==> src/rtl/pbt_pkg.sv <==
package pbt_pkg;
  localparam int NUM_FLAGS = 3;
  localparam int FLAG_PULSE = 0;
  localparam int FLAG_CMP = 1;
  localparam int FLAG_START = 2;

  typedef struct packed {
    logic modeOn;
    logic fall;
    logic rise;
  } pbtStrobe_t;
endpackage

==> src/rtl/pbt_ctrl.sv <==
module pbt_ctrl
  import pbt_pkg::*;
#(
  parameter int SYNC_STAGES = 2
) (
  input  logic                 clk,
  input  logic                 rstN,
  input  logic                 busIn,
  input  logic                 modeEn,
  input  logic                 riseIrqEn,
  input  logic                 cmpIrqEn,
  input  logic                 startIrqEn,
  input  logic                 cmpHit,
  input  logic [NUM_FLAGS-1:0] statusClr,
  output pbtStrobe_t           strobe,
  output logic [NUM_FLAGS-1:0] status,
  output logic                 irq
);
  logic [SYNC_STAGES-1:0] syncChain;
  logic busNow;
  logic busPrev;
  logic [NUM_FLAGS-1:0] flagSet;
  logic [NUM_FLAGS-1:0] flagEn;

  generate
    if (SYNC_STAGES == 1) begin : g_one
      always_ff @(posedge clk or negedge rstN) begin
        if (!rstN) syncChain <= '1;
        else       syncChain <= busIn;
      end
    end else begin : g_many
      always_ff @(posedge clk or negedge rstN) begin
        if (!rstN) syncChain <= '1;
        else       syncChain <= {syncChain[SYNC_STAGES-2:0], busIn};
      end
    end
  endgenerate

  assign busNow = syncChain[SYNC_STAGES-1];

  always_ff @(posedge clk or negedge rstN) begin
    if (!rstN) busPrev <= 1'b1;
    else       busPrev <= busNow;
  end

  always_comb begin
    strobe.modeOn = modeEn;
    strobe.fall   = modeEn & busPrev & ~busNow;
    strobe.rise   = modeEn & ~busPrev & busNow;
  end

  always_comb begin
    flagSet = '0;
    flagSet[FLAG_PULSE] = strobe.rise & riseIrqEn;
    flagSet[FLAG_CMP]   = cmpHit & cmpIrqEn;
    flagSet[FLAG_START] = strobe.fall & startIrqEn;
    flagEn = '0;
    flagEn[FLAG_PULSE] = riseIrqEn;
    flagEn[FLAG_CMP]   = cmpIrqEn;
    flagEn[FLAG_START] = startIrqEn;
  end

  always_ff @(posedge clk or negedge rstN) begin
    if (!rstN) status <= '0;
    else       status <= (status & ~statusClr) | flagSet;
  end

  assign irq = |(status & flagEn);
endmodule

==> src/rtl/pbt_datapath.sv <==
module pbt_datapath
  import pbt_pkg::*;
#(
  parameter int TIMER_W = 16
) (
  input  logic               clk,
  input  logic               rstN,
  input  pbtStrobe_t         strobe,
  input  logic               slowTick,
  input  logic               fastTick,
  input  logic [TIMER_W-1:0] cmpValue,
  output logic [TIMER_W-1:0] breakCount,
  output logic [TIMER_W-1:0] captureValue,
  output logic [TIMER_W-1:0] syncCount,
  output logic               cmpHit
);
  localparam logic [TIMER_W-1:0] COUNT_MAX = '1;

  logic breakRun;

  always_ff @(posedge clk or negedge rstN) begin
    if (!rstN) begin
      breakCount <= '0;
      breakRun   <= 1'b0;
    end else if (!strobe.modeOn) begin
      breakRun <= 1'b0;
    end else if (strobe.fall) begin
      breakCount <= '0;
      breakRun   <= 1'b1;
    end else if (strobe.rise) begin
      breakRun <= 1'b0;
    end else if (breakRun && slowTick && breakCount != COUNT_MAX) begin
      breakCount <= breakCount + 1'b1;
    end
  end

  always_ff @(posedge clk or negedge rstN) begin
    if (!rstN) begin
      syncCount <= '0;
    end else if (!strobe.modeOn) begin
      syncCount <= '0;
    end else if (fastTick) begin
      syncCount <= syncCount + 1'b1;
    end
  end

  always_ff @(posedge clk or negedge rstN) begin
    if (!rstN)            captureValue <= '0;
    else if (strobe.fall) captureValue <= syncCount;
  end

  assign cmpHit = strobe.modeOn & (syncCount == cmpValue);
endmodule

==> src/rtl/pulse_bus_timer.sv <==
module pulse_bus_timer
  import pbt_pkg::*;
#(
  parameter int TIMER_W = 16,
  parameter int SYNC_STAGES = 2
) (
  input  logic               clk,
  input  logic               rstN,
  input  logic               busIn,
  input  logic               slowTick,
  input  logic               fastTick,
  input  logic               modeEn,
  input  logic               riseIrqEn,
  input  logic               cmpIrqEn,
  input  logic               startIrqEn,
  input  logic [TIMER_W-1:0] cmpValue,
  input  logic [2:0]         statusClr,
  output logic [TIMER_W-1:0] breakCount,
  output logic [TIMER_W-1:0] captureValue,
  output logic [TIMER_W-1:0] syncCount,
  output logic [2:0]         status,
  output logic               irq
);
  pbtStrobe_t strobe;
  logic cmpHit;

  pbt_ctrl #(.SYNC_STAGES(SYNC_STAGES)) u_ctrl (
    .clk(clk), .rstN(rstN), .busIn(busIn), .modeEn(modeEn),
    .riseIrqEn(riseIrqEn), .cmpIrqEn(cmpIrqEn), .startIrqEn(startIrqEn),
    .cmpHit(cmpHit), .statusClr(statusClr), .strobe(strobe),
    .status(status), .irq(irq)
  );

  pbt_datapath #(.TIMER_W(TIMER_W)) u_dp (
    .clk(clk), .rstN(rstN), .strobe(strobe), .slowTick(slowTick),
    .fastTick(fastTick), .cmpValue(cmpValue), .breakCount(breakCount),
    .captureValue(captureValue), .syncCount(syncCount), .cmpHit(cmpHit)
  );
endmodule

==> config.mk <==
export PLATFORM = sky130hd
export DESIGN_NAME = pulse_bus_timer
export DESIGN_NICKNAME = d
export VERILOG_FILES = /design/src/rtl/pbt_pkg.sv /design/src/rtl/pbt_ctrl.sv /design/src/rtl/pbt_datapath.sv /design/src/rtl/pulse_bus_timer.sv
export SDC_FILE = /design/constraint.sdc
export NUM_CORES = 1
export LEC_CHECK = 0
export ABC_CLOCK_PERIOD_IN_PS = 2200
export BUFFER_PORTS_ARGS = -buffer_cell sky130_fd_sc_hd__buf_2
export CAP_MARGIN = 10
export CORE_UTILIZATION = 25
export DETAILED_ROUTE_END_ITERATION = 8
export GPL_TIMING_DRIVEN = 0
export SLEW_MARGIN = 5
export SYNTH_ARGS = -nofsm -noshare
export SYNTH_HDL_FRONTEND = slang
export SYNTH_SLANG_ARGS = --single-unit
==> constraint.sdc <==
create_clock -name clk -period 2.2 [get_ports clk]
set_input_delay 0.55 -clock clk [delete_from_list [all_inputs] [get_ports clk]]
set_output_delay 0.55 -clock clk [all_outputs]
set_load 0.005 [all_outputs]
* After elaboration in Yosys (flattened, before gate mapping)
Index checks and enable logic that the tools add are counted.
Widths: inputs -> output; s select.
** Cells by class
- Add/sub/neg operators :: 2
- Equality and inequality tests :: 5
- Mux-type cells :: 8
- Bitwise logic cells :: 14
- Reductions and logical operators :: 5
** Operators by type and width (count)
- $mux 16 :: 5
- $add 16x1->16 const B :: 2
- $eq 16x16->1 :: 1
- $ne 16x16->1 const B :: 1
- $and 1x1->1 :: 8
- $and 3x3->3 :: 2
- $mux 1 :: 3
- $ne 3x1->1 const B :: 1
- $not 3->3 :: 1
- $or 3x3->3 :: 1
- $reduce_and 3->1 :: 1
- $reduce_or 3->1 :: 1
- $logic_and 1x1->1 :: 2
- $ne 2x1->1 const B :: 1
- $ne 2x2->1 const B :: 1
- $not 1->1 :: 2
- $reduce_bool 2->1 :: 1
** Word-level totals
- Bits in registers :: 55
- Input bits :: 28
- Output and inout port bits :: 52
- Word-level logic and storage cells :: 41

* Depth between registers and ports, before layout
- Depth after elaboration :: 6
- Gate-level depth with buffers :: 6

* Modules after synthesis
A second synthesis with hierarchy kept.
** Second synthesis, totals
- Cell total of the unflattened synthesis :: 279
- Area total of the unflattened synthesis :: 2925.3 um^2
** Modules (own cells, without submodules)
- pbt_datapath :: times used 1, cells each 261, area each 2695.1 um^2, seq. area each 1226.2 um^2
- pbt_ctrl :: times used 1, cells each 18, area each 230.2 um^2, seq. area each 153.9 um^2

* Worst setup path after synthesis
Ideal clock, no wire load.
- Kind :: input to register
- Start point :: input fastTick
- End point :: register u_dp.syncCount[15]
- Library setup time :: 0.078 ns
- Arrival :: 1.665 ns
- Data required time :: 2.122 ns
- Slack :: 0.457 ns
- Stages on the path :: 5
- Buffers on the path :: 1
- Path through :: clkbuf_1 or2b_2 nand4b_4 or4_1 a21oi_1
** On the way
- Cells in the longest elaborated chain, start to end :: 1
** Ends and longest elaborated chain
- from (decl) :: line pulse_bus_timer.sv:11 : input logic fastTick,
- $ne 2x2->1 (no line)
- to (signal assigned) :: line pbt_datapath.sv:43 : syncCount <= syncCount + 1'b1;
- to (decl) :: line pbt_datapath.sv:14 : output logic [TIMER_W-1:0] syncCount,
No other way between the ends.
A chain may end at the register's enable or synchronous reset.

* Worst setup path after layout
- Start point :: register u_ctrl.busPrev
- End point :: register u_dp.breakCount[14]
** On the way
- Cells in the longest elaborated chain, start to end :: 5
- Elaborated cells on any way between the ends :: 9
** Ends and longest elaborated chain
- from (decl) :: line pbt_ctrl.sv:21 : logic busPrev;
- from (signal assigned) :: line pbt_ctrl.sv:43 : else busPrev <= busNow;
- $not 1->1 :: line pbt_ctrl.sv:49 : strobe.rise = modeEn & ~busPrev & busNow;
- $and 1x1->1 (2 in series) :: line pbt_ctrl.sv:49
- $ne 2x1->1 (no line)
- $reduce_and 3->1 (no line)
- to (signal assigned) :: line pbt_datapath.sv:33 : breakCount <= breakCount + 1'b1;
- to (decl) :: line pbt_datapath.sv:12 : output logic [TIMER_W-1:0] breakCount,
Several ways; a longest one is shown, not always the timed one.

==> flow_summary.toml <==
[status]
outcome = "finished clean"

[final_layout]
drive_above_1_share = 0.263
final_common_cell = "buf_2"
fin_nets = 413
syn_to_final_growth_pct = 25.7
mostFrequentLayoutCells = "buf_2 (83), nand2_1 (66), dfrtp_1 (52)"
antenna_cells = 0
design_area_mm2 = 0.00350
final_core_util = 0.323

[clocking]
clk_latency_ps = 310
cts_resized = 0
cts_tree = "built"
htreeDepth = 2
cts_buffers = 5
postCtsHoldBufs = 0
clockRootBuffer = "clkbuf_8"
postCtsSetupRepairBufs = 0
cts.clk_slew.worst_paths_ps = 120
cts.sinks = 55
clockBufferDepth = 2

[global_route]
grt_pass1_wl_um = 12500
grt_usage = 0.140
grt_pass1_vias = 2400
antenna_found_initial = 0
grt_max_degree = 37
grt.overflow.total = 0

[routing]
wl_per_cell_um = 14.8
dr.first_iter.drc_count = 125
firstDrtPassIters = 5
postRouteAntennaNets = 0
drc_errors = 0
finalWirelength_um = 7740
avgViaCountPerCell = 4.78
vias = 2506

[synth]
synth.avg_cell_area_um2 = 9.39
ys_warn_count = 0
yosysSeqAreaShare = 0.495
async_reset_ff_frac = 1.00
synth_cell_types = 40
synth_nets = 327
ys_ff_latch = 55
syn_area_mm2 = 0.00279
synth_ff_type = "dfrtp_1"
synth-edff-count = 0
syn_inst = 297

[power_and_ir_drop]
peakVddDrop_mv = 0.327
p_leak_uw = 0.00179
power_density_mw_per_mm2 = 553

[sta]
slew_violations = 0
hold_viol = 0
rsz0062_at_grt = "false"
fmax_ghz = 0.496
tightest_slew_ps = 561
worst_slew_margin_rel = 0.622
period_share = 0.916
setup_violations = 0
min_period_ps = 2020
fin_worst_skew_ps = 18.7

[floorplanning]
rows = 38
die_area_mm2 = 0.0116
initial_utilization = 0.257
coreArea_mm2 = 0.0108
die_h_um = 108
num_io_pins = 80
die_w_um = 108

[placement]
place_hpwl_um = 5850
place.gp.congestion = 0.807
numPortBuffers = 78
dpl_cell_area_mm2 = 0.00337

[critical_path]
worstSetupStartpointType = "flip-flop"
crit_fanout = 10
crit_required_ps = 2440
crit_arrival_ps = 2250
critPathKind = "reg2reg"
end_kind = "flip-flop"

[run]
maxCapViolCount = 0

[min_path]
hp-class = "in2async"
-- layout make-up --
type / instances / area, um^2
buffer: 11 / 47.5
clock inverter: 2 / 38.8
timing repair buffer: 79 / 410
fill: 1157 / 7340
inverter: 7 / 26.3
clock buffer: 6 / 82.6
multi-input combinational: 224 / 1340
sequential: 55 / 1380
tap: 140 / 175
-- through the flow --
step | hold WS [ps] | worst slack (ps) | setup TNS [ps] | cells | power, uW
6_report | 189 | 184 | 0 | 524 | 1940
5_1_grt | 208 | 6.85 | 0 | 524 | 2040
4_1_cts | 195 | 155 | 0 | 524 | 1970
3_5_place_dp | 347 | -19.1 | -71.9 | 516 | 1230
3_3_place_gp | 352 | 34.2 | 0 | 515 | 1220
2_1_floorplan | 254 | 457 | 0 | 297 | 1130
-- Yosys cell counts, drive strengths merged (2+ instances only) --
cell type | instances | area (um^2)
and4 | 5 | 46.3
and2 | 2 | 12.5
nor4 | 11 | 75.1
o21ai | 13 | 65.1
nand3 | 13 | 65.1
a21oi | 15 | 75.1
mux2i | 8 | 80.1
dfstp | 3 | 78.8
nor2 | 9 | 33.8
o22ai | 2 | 12.5
xnor2 | 3 | 26.3
nand4 | 8 | 50.1
nand2 | 66 | 248
nand2b | 10 | 62.6
xor2 | 19 | 166
nor3 | 2 | 10.0
inv | 7 | 26.3
and3 | 4 | 25.0
ha | 2 | 25.0
or4 | 6 | 45.0
o31ai | 6 | 45.0
clkbuf | 4 | 15.0
or3 | 9 | 58.8
dfrtp | 52 | 1300
buf | 7 | 32.5
-- path summary, 6_finish.rpt --
kind | start | to | slack [ps] | depth (start not counted)
setup / recovery | u_ctrl.busPrev | u_dp.breakCount[14] | 180 | 5
hold / removal | rstN | u_dp.captureValue[10] | 190 | 1
setup reg to reg | u_ctrl.busPrev | u_dp.breakCount[14] | 180 | 5
hold reg to reg | u_ctrl.syncChain[0] | u_ctrl.syncChain[1] | 360 | 0
max in group asynchronous | rstN | u_ctrl.syncChain[1] | 1360 | 2
min in group clk | busIn | u_ctrl.syncChain[0] | 340 | 1
-- where the power goes --
group          internal (uW)  switching, uW
Combinational           61.8           93.5
Sequential              1030           21.2
Clock                    375            354
Total                   1470            468
-- metal layers --
layer  GRT usage  vias to the layer above  routed length (um)
li1            -                     1231                   -
met1       0.187                     1197                3580
met2       0.234                       74                3730
met3      0.0248                        4                 370
met4      0.0342                        0                  68
met5           0                        -                   0
-- registers in the layout, indices dropped and copies added, names as in the netlist --
register	cells
u_dp.breakCount	16
u_dp.syncCount	16
u_ctrl.busPrev	1
u_ctrl.syncChain	2
u_ctrl.status	3
u_dp.breakRun	1
u_dp.captureValue	16
-- critical path, cell delays in order (launching register included) --
cell and delay (ps):
dfstp_2 560, nand2b_1 200, nand3_1 280, buf_2 280
nor4_1 390, mux2i_1 240
-- logic make-up (layout without fill, tap and decap cells) --
logic type                 after synthesis  after routing  share of synthesized area
buffers and inverters                   18            105                     0.0265
and+or+nand+nor                        149            149                      0.279
adders and majority gates                2              2                    0.00897
xor gates and xnor gates                22             22                     0.0691
muxes                                    8              8                     0.0287
DFF                                     55             55                      0.495
AOI/OAI and AO/OA                       43             43                     0.0924
(Power assumes the default switching activity.)
